### src/rtl/ns_time_counter_pkg.sv
// Shared register selects and control-word field placement for the
// nanosecond time counter. Field positions are software visible.
package ns_time_counter_pkg;

    typedef enum logic [1:0] {
        SEL_CTRL    = 2'd0,
        SEL_ADDEND  = 2'd1,
        SEL_TIME_LO = 2'd2,
        SEL_TIME_HI = 2'd3
    } reg_sel_e;

    localparam int CTRL_RUN_BIT = 0;
    localparam int CTRL_STEP_LSB = 8;

endpackage

### src/rtl/ntc_phase_acc.sv
// Fractional phase accumulator. On each enabled edge it adds the addend
// to its state and reports the carry out as a step request in the same
// cycle. A clear request forces the state to zero and wins over run.
// Assumes: the addend is stable for the cycle in which it is sampled.
module ntc_phase_acc #(
    parameter int ACC_W = 32
) (
    input  logic             clk,
    input  logic             rst_n,
    input  logic             run,
    input  logic             clr,
    input  logic [ACC_W-1:0] addend,
    output logic             step
);

    logic [ACC_W-1:0] phase_q;
    logic [ACC_W:0]   sum;

    // Wide sum whose top bit is the carry out of the accumulator.
    always_comb begin
        sum  = {1'b0, phase_q} + {1'b0, addend};
        step = run && !clr && sum[ACC_W];
    end

    // Phase state: reset, clear on load, advance while running.
    always_ff @(posedge clk) begin
        if (!rst_n) begin
            phase_q <= '0;
        end else if (clr) begin
            phase_q <= '0;
        end else if (run) begin
            phase_q <= sum[ACC_W-1:0];
        end
    end

endmodule

### src/rtl/ntc_time_reg.sv
// Nanosecond time register. A load replaces the whole value. Otherwise a
// step request adds the step size, and the value wraps modulo 2^TIME_W.
// Assumes: load and step come from the same clock domain.
module ntc_time_reg #(
    parameter int TIME_W   = 64,
    parameter int PERIOD_W = 8
) (
    input  logic                clk,
    input  logic                rst_n,
    input  logic                load,
    input  logic [TIME_W-1:0]   load_val,
    input  logic                step,
    input  logic [PERIOD_W-1:0] period,
    output logic [TIME_W-1:0]   count
);

    localparam int PAD_W = TIME_W - PERIOD_W;

    logic [TIME_W-1:0] period_ext;

    // Zero-extend the step size to the counter width.
    always_comb period_ext = {{PAD_W{1'b0}}, period};

    // Counter update: load has priority over stepping.
    always_ff @(posedge clk) begin
        if (!rst_n) begin
            count <= '0;
        end else if (load) begin
            count <= load_val;
        end else if (step) begin
            count <= count + period_ext;
        end
    end

endmodule

### src/rtl/ntc_regs.sv
// Register port of the time counter. It holds the control fields and the
// addend, stages the low half of a time write, builds the load request
// on a high-half write, and serves reads through a registered data path
// with a high-half shadow captured on low-half reads.
// Assumes: at most one access per strobe per cycle, and software orders
// split accesses low half first.
module ntc_regs
    import ns_time_counter_pkg::*;
#(
    parameter int WORD_W     = 32,
    parameter int PERIOD_W   = 8,
    parameter int TIME_W     = 2 * WORD_W,
    parameter logic [WORD_W-1:0] ADDEND_RST = 32'h8000_0000
) (
    input  logic                clk,
    input  logic                rst_n,
    input  logic                bus_wr,
    input  logic                bus_rd,
    input  logic [1:0]          bus_addr,
    input  logic [WORD_W-1:0]   bus_wdata,
    output logic [WORD_W-1:0]   bus_rdata,
    input  logic [TIME_W-1:0]   time_now,
    output logic                run_en,
    output logic [PERIOD_W-1:0] period,
    output logic [WORD_W-1:0]   addend,
    output logic [WORD_W-1:0]   lo_hold,
    output logic                load,
    output logic [TIME_W-1:0]   load_val
);

    localparam int HI_PAD_W = WORD_W - PERIOD_W - CTRL_STEP_LSB;
    localparam int MID_W    = CTRL_STEP_LSB - 1;

    reg_sel_e          sel;
    logic [WORD_W-1:0] ctrl_word;
    logic [WORD_W-1:0] hi_shadow;

    // Decode the register select and assemble the control readback.
    always_comb begin
        sel       = reg_sel_e'(bus_addr);
        ctrl_word = {{HI_PAD_W{1'b0}}, period, {MID_W{1'b0}}, run_en};
    end

    // Load request: a high-half write commits both halves together.
    always_comb begin
        load     = bus_wr && (sel == SEL_TIME_HI);
        load_val = {bus_wdata, lo_hold};
    end

    // Writable state: control fields, addend and staged low half.
    always_ff @(posedge clk) begin
        if (!rst_n) begin
            run_en  <= 1'b0;
            period  <= '0;
            addend  <= ADDEND_RST;
            lo_hold <= '0;
        end else if (bus_wr) begin
            case (sel)
                SEL_CTRL: begin
                    run_en <= bus_wdata[CTRL_RUN_BIT];
                    period <= bus_wdata[CTRL_STEP_LSB +: PERIOD_W];
                end
                SEL_ADDEND:  addend  <= bus_wdata;
                SEL_TIME_LO: lo_hold <= bus_wdata;
                default: ;
            endcase
        end
    end

    // Registered read path with the high-half shadow.
    always_ff @(posedge clk) begin
        if (!rst_n) begin
            bus_rdata <= '0;
            hi_shadow <= '0;
        end else if (bus_rd) begin
            case (sel)
                SEL_CTRL:    bus_rdata <= ctrl_word;
                SEL_ADDEND:  bus_rdata <= addend;
                SEL_TIME_LO: begin
                    bus_rdata <= time_now[WORD_W-1:0];
                    hi_shadow <= time_now[TIME_W-1:WORD_W];
                end
                default:     bus_rdata <= hi_shadow;
            endcase
        end
    end

endmodule

### src/rtl/ns_time_counter.sv
// Top of the rate-trimmed nanosecond time counter. It joins the register
// port, the phase accumulator and the time register. The accumulator
// carry steps the time value by the programmed nanosecond step.
// Assumes: one clock domain and a synchronous active-low reset.
module ns_time_counter #(
    parameter int WORD_W   = 32,
    parameter int PERIOD_W = 8,
    parameter logic [WORD_W-1:0] ADDEND_RST = 32'h8000_0000
) (
    input  logic                  clk,
    input  logic                  rst_n,
    input  logic                  bus_wr,
    input  logic                  bus_rd,
    input  logic [1:0]            bus_addr,
    input  logic [WORD_W-1:0]     bus_wdata,
    output logic [WORD_W-1:0]     bus_rdata,
    output logic [2*WORD_W-1:0]   time_ns,
    output logic                  step_pulse
);

    localparam int TIME_W = 2 * WORD_W;

    logic                run_en;
    logic [PERIOD_W-1:0] period;
    logic [WORD_W-1:0]   addend;
    logic [WORD_W-1:0]   lo_hold;
    logic                load;
    logic [TIME_W-1:0]   load_val;

    ntc_regs #(
        .WORD_W     (WORD_W),
        .PERIOD_W   (PERIOD_W),
        .TIME_W     (TIME_W),
        .ADDEND_RST (ADDEND_RST)
    ) regs_i (
        .clk       (clk),
        .rst_n     (rst_n),
        .bus_wr    (bus_wr),
        .bus_rd    (bus_rd),
        .bus_addr  (bus_addr),
        .bus_wdata (bus_wdata),
        .bus_rdata (bus_rdata),
        .time_now  (time_ns),
        .run_en    (run_en),
        .period    (period),
        .addend    (addend),
        .lo_hold   (lo_hold),
        .load      (load),
        .load_val  (load_val)
    );

    ntc_phase_acc #(
        .ACC_W (WORD_W)
    ) acc_i (
        .clk    (clk),
        .rst_n  (rst_n),
        .run    (run_en),
        .clr    (load),
        .addend (addend),
        .step   (step_pulse)
    );

    ntc_time_reg #(
        .TIME_W   (TIME_W),
        .PERIOD_W (PERIOD_W)
    ) time_i (
        .clk      (clk),
        .rst_n    (rst_n),
        .load     (load),
        .load_val (load_val),
        .step     (step_pulse),
        .period   (period),
        .count    (time_ns)
    );

endmodule

### config.mk
export PLATFORM = sky130hd
export DESIGN_NAME = ns_time_counter
export DESIGN_NICKNAME = d
export VERILOG_FILES = /design/src/rtl/ns_time_counter_pkg.sv /design/src/rtl/ntc_phase_acc.sv /design/src/rtl/ntc_time_reg.sv /design/src/rtl/ntc_regs.sv /design/src/rtl/ns_time_counter.sv
export SDC_FILE = /design/constraint.sdc
export NUM_CORES = 1
export LEC_CHECK = 0
export ABC_AREA = 1
export CAP_MARGIN = 20
export CORE_AREA = 2 2 168 170
export CTS_BUF_LIST = sky130_fd_sc_hd__clkbuf_4 sky130_fd_sc_hd__clkbuf_8 sky130_fd_sc_hd__clkbuf_16
export DETAILED_ROUTE_END_ITERATION = 6
export DIE_AREA = 0 0 170 172
export DONT_BUFFER_PORTS = 1
export PLACE_DENSITY = 0.75
export SLEW_MARGIN = 30
export SYNTH_ARGS = -nofsm -noshare
export SYNTH_HDL_FRONTEND = slang
export SYNTH_HIERARCHICAL = 1
export SYNTH_SLANG_ARGS = --single-unit
### constraint.sdc
create_clock -name clk -period 4.3 [get_ports clk]
set_input_delay 0 -clock clk [delete_from_list [all_inputs] [get_ports clk]]
set_output_delay 0 -clock clk [all_outputs]
set_load 0.1 [all_outputs]
### Word-level counts from Yosys, hierarchy flattened

Cells that the tools add are included.
W data, S select, Z words.

* reduce and logical (&&, ||, !) cells: 11
* bitwise logic cells: 1
* add/subtract/negate cells: 2
* equality and inequality tests: 3
* mux-type cells: 3

Operator list (count)
* $mux W64: 2
* $pmux W32 S3: 1
* $add A64 B8 Y64: 1
* $add A32 B32 Y33: 1
* $reduce_and A2 Y1: 4
* $eq A2 B2 Y1 const B: 2
* $logic_and A1 B1 Y1: 3
* $eq A2 B1 Y1 const B: 1
* $logic_not A2 Y1: 1
* $reduce_bool A2 Y1: 1
* $reduce_or A2 Y1: 1
* $logic_not A1 Y1: 1
* $not A1 Y1: 1

* register bits: 233
* input port bits: 38

### Longest topological paths before layout

Gate-level depths: netlist of run 1.

* word-level depth: 7
* gate-level depth with buffers: 18
* gate-level depth less buffers: 17

### Hierarchy

The synthesis of run 1 kept the hierarchy.

By module, submodules not included
* ntc_regs: times used 1, area each 6044.5 µm², cells each 828, seq. area each 2742.6 µm²
* ntc_time_reg: times used 1, area each 5122.4 µm², cells each 837, seq. area each 1281.2 µm²
* ntc_phase_acc: times used 1, area each 3709.8 µm², cells each 690, seq. area each 640.6 µm²

### Worst setup path before layout of run 1

Ideal clock, no wire load.

* path type: flip-flop to flip-flop
* from: register regs_i.addend[0]
* to: register time_i.count[45]
* stages on the path, launching flop included: 15
* arrival: 3.882 ns
* buffers on the path: 1
* library setup time: 0.131 ns
* path slack: 0.288 ns
* data required time: 4.169 ns
* cell sequence: dfxtp_1 > ha_1 > fa_1 > nand3_1 > nand3_1 > nand2_1 > nand2_1 > nand3_1 > nand3_1 > nand3_1 > a21oi_1 > nor2_1 > clkbuf_1 > a22oi_1 > a21oi_2

* cells in the longest elaborated chain, start to end: 3

RTL lines
* start, declared: line ntc_regs.sv:25 `output logic [WORD_W-1:0] addend,`
* start signal, assigned: line ntc_regs.sv:63 `SEL_ADDEND: addend <= bus_wdata;`
* $add A32 B32 Y33: line ntc_phase_acc.sv:21 `sum = {1'b0, phase_q} + {1'b0, addend};`
* $logic_and A1 B1 Y1: line ntc_phase_acc.sv:22 `step = run && !clr && sum[ACC_W];`
* via step_pulse: line ns_time_counter.sv:18 `output logic step_pulse`
* $reduce_bool A2 Y1 (no line)
* end signal, assigned: line ntc_time_reg.sv:29 `count <= load_val;`
* end signal, assigned: line ntc_time_reg.sv:31 `count <= count + period_ext;`
* end, declared: line ntc_time_reg.sv:14 `output logic [TIME_W-1:0] count`

The timed path passes the listed nets, and every way through them passes these cells.
A chain may end at the register's enable or synchronous reset.

### Worst setup path after layout of run 1

* from: register regs_i.addend[0]
* to: register time_i.count[62]

* cells in the longest elaborated chain, start to end: 3

RTL lines (line)
* $add A32 B32 Y33: ntc_phase_acc.sv:21
* $logic_and A1 B1 Y1: ntc_phase_acc.sv:22
* $reduce_bool A2 Y1 (no line)

Every way passes these cells.

==> results of run 1 <==
[worst paths after layout]
| path | from | slack [ps] | end |
|---|---|---|---|
| hold / removal | bus_rd | 50 | regs_i/hi_shadow[28] |
| hold reg to reg | regs_i/hi_shadow[24] | 450 | regs_i/hi_shadow[24] |
| setup / recovery | regs_i/addend[0] | 1140 | time_i/count[62] |
| setup reg to reg | regs_i/addend[0] | 1140 | time_i/count[62] |
[cell families (layout without fill, tap and decap cells)]
logic type / after synthesis / in the layout
AND/OR/NAND/NOR: 1203 / 1203
XOR/XNOR: 35 / 35
other: 0 / 1
buffers and inverters: 453 / 472
AO/OA/AOI/OAI: 389 / 389
adder cells (fa/ha/maj): 42 / 42
flip-flops: 233 / 233
[metal layers]
| layer | wire (um) | GRT usage, % |
|---|---|---|
| met1 | 22110 | 46.98 |
| met2 | 24800 | 60.80 |
| met3 | 6820 | 11.72 |
| met4 | 1783 | 11.93 |
| met5 | 13 | 0 |
[power by group through the flow]
stage          sequential, mW  combinational, mW  clock (mW)
6_report                 2.38              0.618        2.43
3_5_place_dp             2.42              0.499           0
2_1_floorplan            2.49              0.351           0
3_3_place_gp             2.42              0.493           0
5_1_grt                  2.38              0.660        2.53
4_1_cts                  2.37              0.600        2.44
[flip-flops by register name (all words and copies together) (netlist names)]
| name | count |
|---|---|
| time_i/count | 64 |
| acc_i/phase_q | 32 |
| regs_i/addend | 32 |
| regs_i/bus_rdata | 32 |
| regs_i/hi_shadow | 32 |
| regs_i/lo_hold | 32 |
| regs_i/period | 8 |
| regs_i/run_en | 1 |
[stage by stage]
stage | setup slack, ps | hold WS [ps] | utilization [%]
after floorplan | 287.5 | 97.63 | -
after global placement | 1302 | 99.63 | 54.44
after detailed placement | 1204 | 102.3 | 54.48
after CTS | 1167 | 14.30 | 59.90
after global routing | 908.0 | 51.31 | 59.91
final | 1135 | 51.11 | 59.91
[cells in the final DEF, fill, tap and decap left out, types with 5 or more instances in the layout]
cell type / count
clkbuf_4: 8
ha_1: 40
a22oi_1: 53
nand2_1: 700
nand4_1: 28
dfxtp_2: 11
dlygate4sd3_1: 48
o21ai_0: 92
a31oi_1: 22
a21oi_1: 198
nand3_1: 183
o21bai_1: 5
clkbuf_8: 5
xor2_1: 27
a21o_1: 7
nor2_4: 11
buf_4: 74
nor2_1: 202
nor3_1: 12
nand2_2: 32
inv_2: 6
clkbuf_16: 27
inv_1: 287
nor2_2: 18
dfxtp_1: 222
xnor2_1: 8
[critical path, stage by stage (launching register included)]
cell	delay (ps)
dfxtp_1	370
ha_1	220
fa_1	280
nand3_1	100
nand3_1	140
nand2_1	70
nand2_1	140
nand3_1	110
nand3_1	120
nand3_1	90
a21oi_2	240
inv_1	100
nor2_4	410
buf_4	400
nand2_1	110
a21oi_1	160
[layout make-up]
type | count | area share (%)
antenna | 1 | 0.01520
clock buffer | 40 | 4.887
clock inverter | 8 | 0.7753
inverter | 297 | 6.795
multi-input combinational | 1669 | 49.62
sequential | 233 | 28.42
tap | 346 | 2.630
timing repair buffer | 127 | 6.856
[repair_timing]
item | 4_1_cts | 5_1_grt
hold buffers | 52 | 0
resized for setup | 0 | 0
endpoints found under the hold margin | 171 | 0
endpoints found under the setup margin | 0 | 0
==> summary.md, run 1 <==
| Metric | Value |
|---|---|
| Clock power frac | `44.8%` |
| Synth top area cells | `dfxtp_1, nand2_1, inv_1` |
| Net Sw Power | `around 1.6 mW` |
| Largest family of logic cells by synthesized area | `simple AND/OR/NAND/NOR gates` |
| Core Area | `~27000 um^2` |
| Register Area | `4678 um^2` |
| Layout cells sized above 1 | `under 10%` |
| DR pass1 iterations | `6` |
| Multi-input logic area | `about 8000 um^2` |
| Cell taking the most area after synthesis | `dfxtp_1` |
| Post-route DRC | `0` |
| Setup Viol. Count Final | `0` |
| Initial DRC count | `1902` |
| Fin Setup TNS | `0 ps` |
| Async SR Flop Fraction | `0%` |
| Htree depth | `1` |
| Slew HR | `31.16%` |
| RSZ-0062 raised after global routing | `no` |
| Sw Ratio | `28.58%` |
| Compound-Gate Fraction of Synth Area | `roughly 15%` |
| Mapped Cells | `approximately 2400` |
| Fin nets | `between 2000 and 2500` |
| Clock Sinks | `233` |
| Simple-gate share of the synthesized area | `34.48%` |
| CP Capture Type | `register` |
| CTS root buf | `clkbuf_16` |
| CP Data Required Time | `4760 ps` |
| Gr usage total | `37.25%` |
| Slew @ Worst Pin | `between 1000 and 1500 ps` |
| Final Max Tran Viols | `0` |
| Post-synth top area share | `31.35%` |
| DR WL/cell | `20.41 um` |
| Num CTS Buffers | `27` |
| Routability Congestion | `1.018` |
| Vias/cell | `5.733` |
| Max VDD drop | `approximately 0.28 mV` |
| Static Leak | `approximately 7.4 nW` |
| Ys Warns | `6` |
| Post-Synth XOR/XNOR Area | `2.061%` |
| Count leader, synth | `nand2_1` |
| Hold Path Class | `in -> reg` |
| Largest net degree at the start of global routing | `67` |
| Reg power frac | `43.8%` |
| Die width | `170 um` |
| Post-Place Cells | `~2600` |
| Synth unique cells | `45` |
| Internal Power | `approximately 3.9 mW` |
| DP Area | `about 15000 um^2` |
| Remaining Overflow, GRT | `0` |
| DRT antenna net count | `0` |
| Final HPWL DP | `40.22 mm` |
| Setup Skew | `13.70 ps` |
| TritonCTS clock tree | `done` |
| Number of antenna violations at the first check in global routing | `2` |
| IO Count | `about 140` |
| Post-synth net total | `approximately 2400` |
| Input/output buffers | `0` |
| Fmax | `316.0 MHz` |
| Post-route minimum period | `between 3000 and 4000 ps` |
| Initial Utilization | `54.14%` |
| Seq/Total Area, Yosys | `31.35%` |
| Clk_lat worst skew | `540 ps` |
| Pwr dens | `329.8 nW/um^2` |
| Avg Cell Area, Syn | `around 6.3 um^2` |
| Comb pwr share | `11.4%` |
| Synth Area in Adders | `3.633%` |
| Most instantiated cells after synthesis | `nand2_1, inv_1, dfxtp_1` |
| Outcome | `finished, final reports clean` |
| Post-synth EDFFs | `0` |
| Vias post-DR | `~16000` |
| Final wirelength | `55.53 mm` |
| Post-Layout Inst Area | `16460 um^2` |
| Global-route wire length before repair | `83.75 mm` |
| Fin crit share | `73.59%` |
| Mux contribution to synthesized area | `0%` |
| Max cap viols | `0` |
| Clk pin slew, worst setup/hold paths | `60 ps` |
| Final hold vios | `0` |
| Die Area | `29240 um^2` |
| Cells on worst reg2reg path | `15` |
| Mapped cell area | `14880 um^2` |
| Area Overhead vs Synth | `10.66%` |
| Die H | `around 170 um` |
| Largest fanout on the critical path | `27` |
| Fillcell total | `2645` |
| Cell Rows | `a little over 60` |
| Crit start category | `register` |
| Post-CTS setup buffer count | `0` |
| Worst EP arrival | `3620 ps` |
| Kind of critical path | `reg -> reg` |
| Post-Layout Cell Count | `2721` |
| Hold path cells | `4` |
| Total Power | `5.429 mW` |
| Vias in the first global route | `14523` |
| Post-synthesis register bit count | `233` |
| Clock Path Buffers | `3` |
| Top_reg_cell synth | `dfxtp_1` |
Note: power is estimated with default switching activity, not from simulation.
==> run 2, diff against run 1 <==
- clock period: 4.3 -> 3.3 ns (I/O delays scaled with it)
==> summary.md, run 2 (synthesized netlist as in run 1, its figures left out) <==
| Metric | Value |
|---|---|
| Outcome | `finished, final reports clean` |
| CP Data Required Time | `3790 ps (-970 ps)` |
| Post-cts resize count | `0 (unchanged)` |
| Clk_lat worst skew | `550 ps (about the same)` |
| Fin Setup TNS | `0 ps (unchanged)` |
| Largest reg by FF count | `time_i/count` |
| Post-route DRC | `0 (unchanged)` |
| Final HPWL DP | `40.39 mm (+0.41%)` |
| Worst hold slack | `16.88 ps (-34.23 ps)` |
| Clk pin slew, worst setup/hold paths | `60 ps (about the same)` |
| Global-route wire length before repair | `83.61 mm (-0.17%)` |
| Pwr dens | `422.1 nW/um^2 (+28%)` |
| Flop2flop setup slack | `340 ps (-790 ps)` |
| Commonest non-fill, non-tap cells in the layout | `nand2_1, inv_1, dfxtp_1` |
| DR WL/cell | `20.00 um (-2.0%)` |
| Fin crit share | `89.57% (+16 points)` |
| Kind of critical path | `reg -> reg` |
| Number of antenna violations at the first check in global routing | `3 (+1)` |
| Final worst setup slack | `344.1 ps (-791.4 ps)` |
| CTS root buf | `clkbuf_16` |
| Final Max Tran Viols | `0 (unchanged)` |
| Multi-input logic area | `8177 um^2 (about the same)` |
| Gr usage total | `36.99% (-0.26 points)` |
| Remaining Overflow, GRT | `0 (unchanged)` |
| Setup Skew | `17.78 ps (+4.073 ps)` |
| Htree depth | `1 (unchanged)` |
| DP Area | `15200 um^2 (+1.5%)` |
| Uppermost layer routed | `met5` |
| Crit Reg-Reg Endpoint | `regs_i/bus_rdata[10]` |
| Input/output buffers | `0 (unchanged)` |
| Commonest non-fill, non-tap cell in the layout | `nand2_1` |
| Total Power | `7.028 mW (+29%)` |
| DR pass1 iterations | `6 (unchanged)` |
| IO Count | `135 (unchanged)` |
| Clock Path Buffers | `3 (unchanged)` |
| End of the critical path | `regs_i/bus_rdata[10]` |
| Slew HR | `34.27% (+3.1 points)` |
| Fmax | `338.3 MHz (+7.1%)` |
| Post-Place Cells | `2651 (+1.2%)` |
| Max reg flops | `64 (unchanged)` |
| Layout cells sized above 1 | `10.19% (+0.71 points)` |
| Crit path from | `time_i/count[10]` |
| Post-Layout Inst Area | `16650 um^2 (+1.1%)` |
| WL met3 | `6.471 mm (-5.1%)` |
| Area Overhead vs Synth | `11.92%` |
| DRT antenna net count | `0 (unchanged)` |
| FF-to-FF Start | `time_i/count[10]` |
| Die Area | `29240 um^2 (unchanged)` |
| Max cap viols | `0 (unchanged)` |
| Final wirelength | `55.03 mm (-0.89%)` |
| Post-Layout Cell Count | `2752 (+1.1%)` |
| Setup WS pre-CTS | `534.4 ps (-669.2 ps)` |
| Largest fanout on the critical path | `5 (-81%)` |
| Worst EP arrival | `3450 ps (-170 ps)` |
| Clock Sinks | `233 (unchanged)` |
| Die H | `172 um (unchanged)` |
| Static Leak | `7.490 nW (+1.9%)` |
| Register Area | `4664 um^2 (-0.29%)` |
| Cell Rows | `61 (unchanged)` |
| CP Capture Type | `register` |
| Max VDD drop | `0.3498 mV (+26%)` |
| Vias in the first global route | `14726 (+1.4%)` |
| Vias post-DR | `15872 (+1.7%)` |
| Fin nets | `2464 (+1.2%)` |
| RSZ-0062 raised after global routing | `no` |
| Core Area | `27480 um^2 (unchanged)` |
| Met2 Routed Length | `24.27 mm (-2.1%)` |
| Crit start category | `register` |
| Largest net degree at the start of global routing | `67 (unchanged)` |
| Final hold vios | `0 (unchanged)` |
| Hold Path Class | `in -> reg` |
| Routability Congestion | `1.008 (-0.95%)` |
| Setup Viol. Count Final | `0 (unchanged)` |
| Post-route minimum period | `2956 ps (-208.6 ps)` |
| TritonCTS clock tree | `done` |
| Met1 WL | `21.93 mm (-0.83%)` |
| Cells on worst reg2reg path | `8 (-7)` |
| Die width | `170 um (unchanged)` |
| Fillcell total | `2603 (-1.6%)` |
| Slew @ Worst Pin | `984.6 ps (-46.81 ps)` |
| Initial DRC count | `1860 (-2.2%)` |
| Initial Utilization | `54.14% (unchanged)` |
| Fin util | `60.60% (+0.68 points)` |
| Vias/cell | `5.767 (+0.60%)` |
| Num CTS Buffers | `27 (unchanged)` |
| Post-CTS setup buffer count | `0 (unchanged)` |
==> run 2: what timing repair did <==
action	CTS	global route
endpoints found under the setup margin	0	0
hold endpoints to repair	175	0
hold buffers	50	0
==> run 2: layout make-up <==
class	instances	share of cell area [%]
multi-input combinational	1669	49.11
clock buffer	36	4.652
sequential	233	28.02
tap	346	2.600
clock inverter	13	0.8417
antenna	2	0.03006
timing repair buffer	156	8.041
inverter	297	6.711
==> run 2: routing by layer <==
layer	track usage (%)	vias up
li1	-	7531
met1	47.28	7304
met2	59.66	883
met3	9.087	152
met4	15.94	2
met5	0	-
==> run 2: critical path, cell delays in order, from the launching register on <==
cell	delay, ps
dfxtp_1	410
buf_4	360
nand3_1	140
dlygate4sd3_1	610
nand3_1	80
dlygate4sd3_1	540
nand2_1	80
a21oi_1	120
dlygate4sd3_1	550
==> run 2: worst min path at each step <==
stage | cells past startpoint | to | slack, ps | start
finish | 5 | regs_i/bus_rdata[5] | 20 | bus_addr[0]
global route | 5 | regs_i/bus_rdata[3] | 50 | bus_addr[0]
global placement | 2 | time_i/count[0] | 100 | rst_n
CTS | 5 | regs_i/bus_rdata[5] | 1 | bus_addr[0]
detailed placement | 2 | time_i/count[0] | 110 | rst_n
floorplan | 2 | time_i/count[0] | 100 | rst_n
==> run 2: power by group <==
group	switching, mW	total (mW)	internal (mW)
combinational	0.650	0.888	0.238
clock	1.30	3.11	1.82
sequential	0.119	3.03	2.91
total	2.07	7.03	4.96
==> run 3, diff against run 2 <==
- CTS_BUF_LIST: sky130_fd_sc_hd__clkbuf_4 sky130_fd_sc_hd__clkbuf_8 sky130_fd_sc_hd__clkbuf_16 -> default
==> summary.md, run 3 (synthesized netlist as in run 1, its figures left out) <==
| Metric | Value |
|---|---|
| Vias/cell | `5.751 (-0.28%)` |
| TritonCTS clock tree | `done` |
| Clock Sinks | `233 (unchanged)` |
| Fillcell total | `2607 (+0.15%)` |
| CP Data Required Time | `3790 ps (about the same)` |
| Worst Path Buf+Inv | `4 (unchanged)` |
| Setup Skew | `17.48 ps (-0.3004 ps)` |
| Post-cts resize count | `0 (unchanged)` |
| DR WL/cell | `20.04 um (+0.21%)` |
| Fin Setup TNS | `0 ps (unchanged)` |
| Max reg flops | `64 (unchanged)` |
| Commonest non-fill, non-tap cells in the layout | `nand2_1, inv_1, dfxtp_1` |
| Die H | `172 um (unchanged)` |
| Gr usage total | `37.03% (+0.039 points)` |
| Post-route minimum period | `2966 ps (+10.41 ps)` |
| Crit path max-delay cell type | `dlygate4sd3_1` |
| Layout cells sized above 1 | `10.02% (-0.17 points)` |
| Number of antenna violations at the first check in global routing | `3 (unchanged)` |
| Total Power | `6.990 mW (-0.53%)` |
| Fin util | `60.54% (about the same)` |
| RSZ-0062 raised after global routing | `no` |
| Max VDD drop | `0.3468 mV (-0.86%)` |
| Num CTS Buffers | `27 (unchanged)` |
| Pwr dens | `420.2 nW/um^2 (-0.44%)` |
| Largest reg by FF count | `time_i/count` |
| Slew HR | `34.40% (+0.13 points)` |
| Final hold vios | `0 (unchanged)` |
| Final wirelength | `55.15 mm (+0.21%)` |
| Static Leak | `7.477 nW (-0.18%)` |
| Setup WS pre-CTS | `534.4 ps (unchanged)` |
| Max cap viols | `0 (unchanged)` |
| Largest fanout on the critical path | `5 (unchanged)` |
| Routability Congestion | `1.008 (unchanged)` |
| CP Capture Type | `register` |
| Die Area | `29240 um^2 (unchanged)` |
| DRT antenna net count | `0 (unchanged)` |
| Critical path's top delay family | `buffers and inverters` |
| Final worst setup slack | `333.6 ps (-10.41 ps)` |
| Largest net degree at the start of global routing | `67 (unchanged)` |
| Crit-path most repeated cell | `dlygate4sd3_1` |
| Commonest non-fill, non-tap cell in the layout | `nand2_1` |
| Input/output buffers | `0 (unchanged)` |
| Worst stage delay on the critical path | `610 ps (about the same)` |
| Crit start category | `register` |
| CTS root buf | `clkbuf_16` |
| Global-route wire length before repair | `83.68 mm (about the same)` |
| Outcome | `finished, final reports clean` |
| Final HPWL DP | `40.39 mm (unchanged)` |
| Initial Utilization | `54.14% (unchanged)` |
| Remaining Overflow, GRT | `0 (unchanged)` |
| IO Count | `135 (unchanged)` |
| DR pass1 iterations | `5 (-1)` |
| Final Max Tran Viols | `0 (unchanged)` |
| Vias in the first global route | `14737 (+0.075%)` |
| Htree depth | `1 (unchanged)` |
| Die width | `170 um (unchanged)` |
| Cell Rows | `61 (unchanged)` |
| Worst EP arrival | `3460 ps (about the same)` |
| Clk pin slew, worst setup/hold paths | `60 ps (about the same)` |
| Fmax | `337.1 MHz (-0.35%)` |
| Crit path cell chain | `buf_4, nand3_1, dlygate4sd3_1, nand3_1, dlygate4sd3_1, nand2_1, a21oi_1, dlygate4sd3_1` |
| Slew @ Worst Pin | `982.7 ps (-1.933 ps)` |
| Area Overhead vs Synth | `11.82% (about the same)` |
| Hold Path Class | `in -> reg` |
| Vias post-DR | `15827 (-0.28%)` |
| Post-route DRC | `0 (unchanged)` |
| Fin crit share | `89.89% (+0.32 points)` |
| Core Area | `27480 um^2 (unchanged)` |
| Setup Viol. Count Final | `0 (unchanged)` |
| Kind of critical path | `reg -> reg` |
| Clock Path Buffers | `3 (unchanged)` |
| Clk_lat worst skew | `550 ps (about the same)` |
| Fin nets | `2464 (unchanged)` |
| Initial DRC count | `1747 (-6.1%)` |
run 3: worst reg2reg max path, delay by kind of cell, from the launching register on:
family / cells / cell delay [ps]
compound gates: 1 / 120
buf+inv: 4 / 2070
simple gates: 3 / 320
flops: 1 / 410
run 3: routing by layer:
metal / GRT usage (%) / wire [um]
met1: 47.34 / 22340
met2: 59.65 / 24280
met5: 0 / 0
met4: 15.94 / 2408
met3: 9.201 / 6125
run 3: path summary, 6_finish.rpt:
path                         from                   end  slack, ps  cells after the start
max              time_i/count[10]  regs_i/bus_rdata[10]        330                      8
min                   bus_addr[0]   regs_i/bus_rdata[5]         30                      5
max reg2reg      time_i/count[10]  regs_i/bus_rdata[10]        330                      8
min reg2reg  regs_i/hi_shadow[27]  regs_i/hi_shadow[27]        450                      2
run 3: power breakdown:
group / switching, mW / leakage, nW / total (mW) / internal [mW]
logic: 0.652 / 5.15 / 0.890 / 0.238
registers: 0.119 / 1.89 / 3.03 / 2.91
clock network: 1.29 / 0.437 / 3.07 / 1.78
run 3: cell type report:
cell class	instances	area [um^2]	area share, %
multi-input cells	1669	8177	49.15
clock inverters	13	140.1	0.8424
well taps	346	432.9	2.602
diodes	2	5.005	0.03009
clock buffers	36	759.5	4.566
repair buffers	156	1339	8.048
flip-flops and latches	233	4664	28.04
inverters	297	1117	6.717
run 3: repair_timing:
| item | 4_1_cts | 5_1_grt |
|---|---|---|
| setup buffers | 0 | 0 |
| endpoints found under the hold margin | 175 | 0 |
| hold buffers | 50 | 0 |
run 3: metrics by stage:
step                std cells  hold WS (ps)  cell area (um^2)
floorplan                2355         97.63             14890
global placement         2651         104.8             15200
finish                   2752         28.02             16630
CTS                      2750         1.390             16630
global route             2752         48.95             16630
detailed placement       2651         108.2             15200
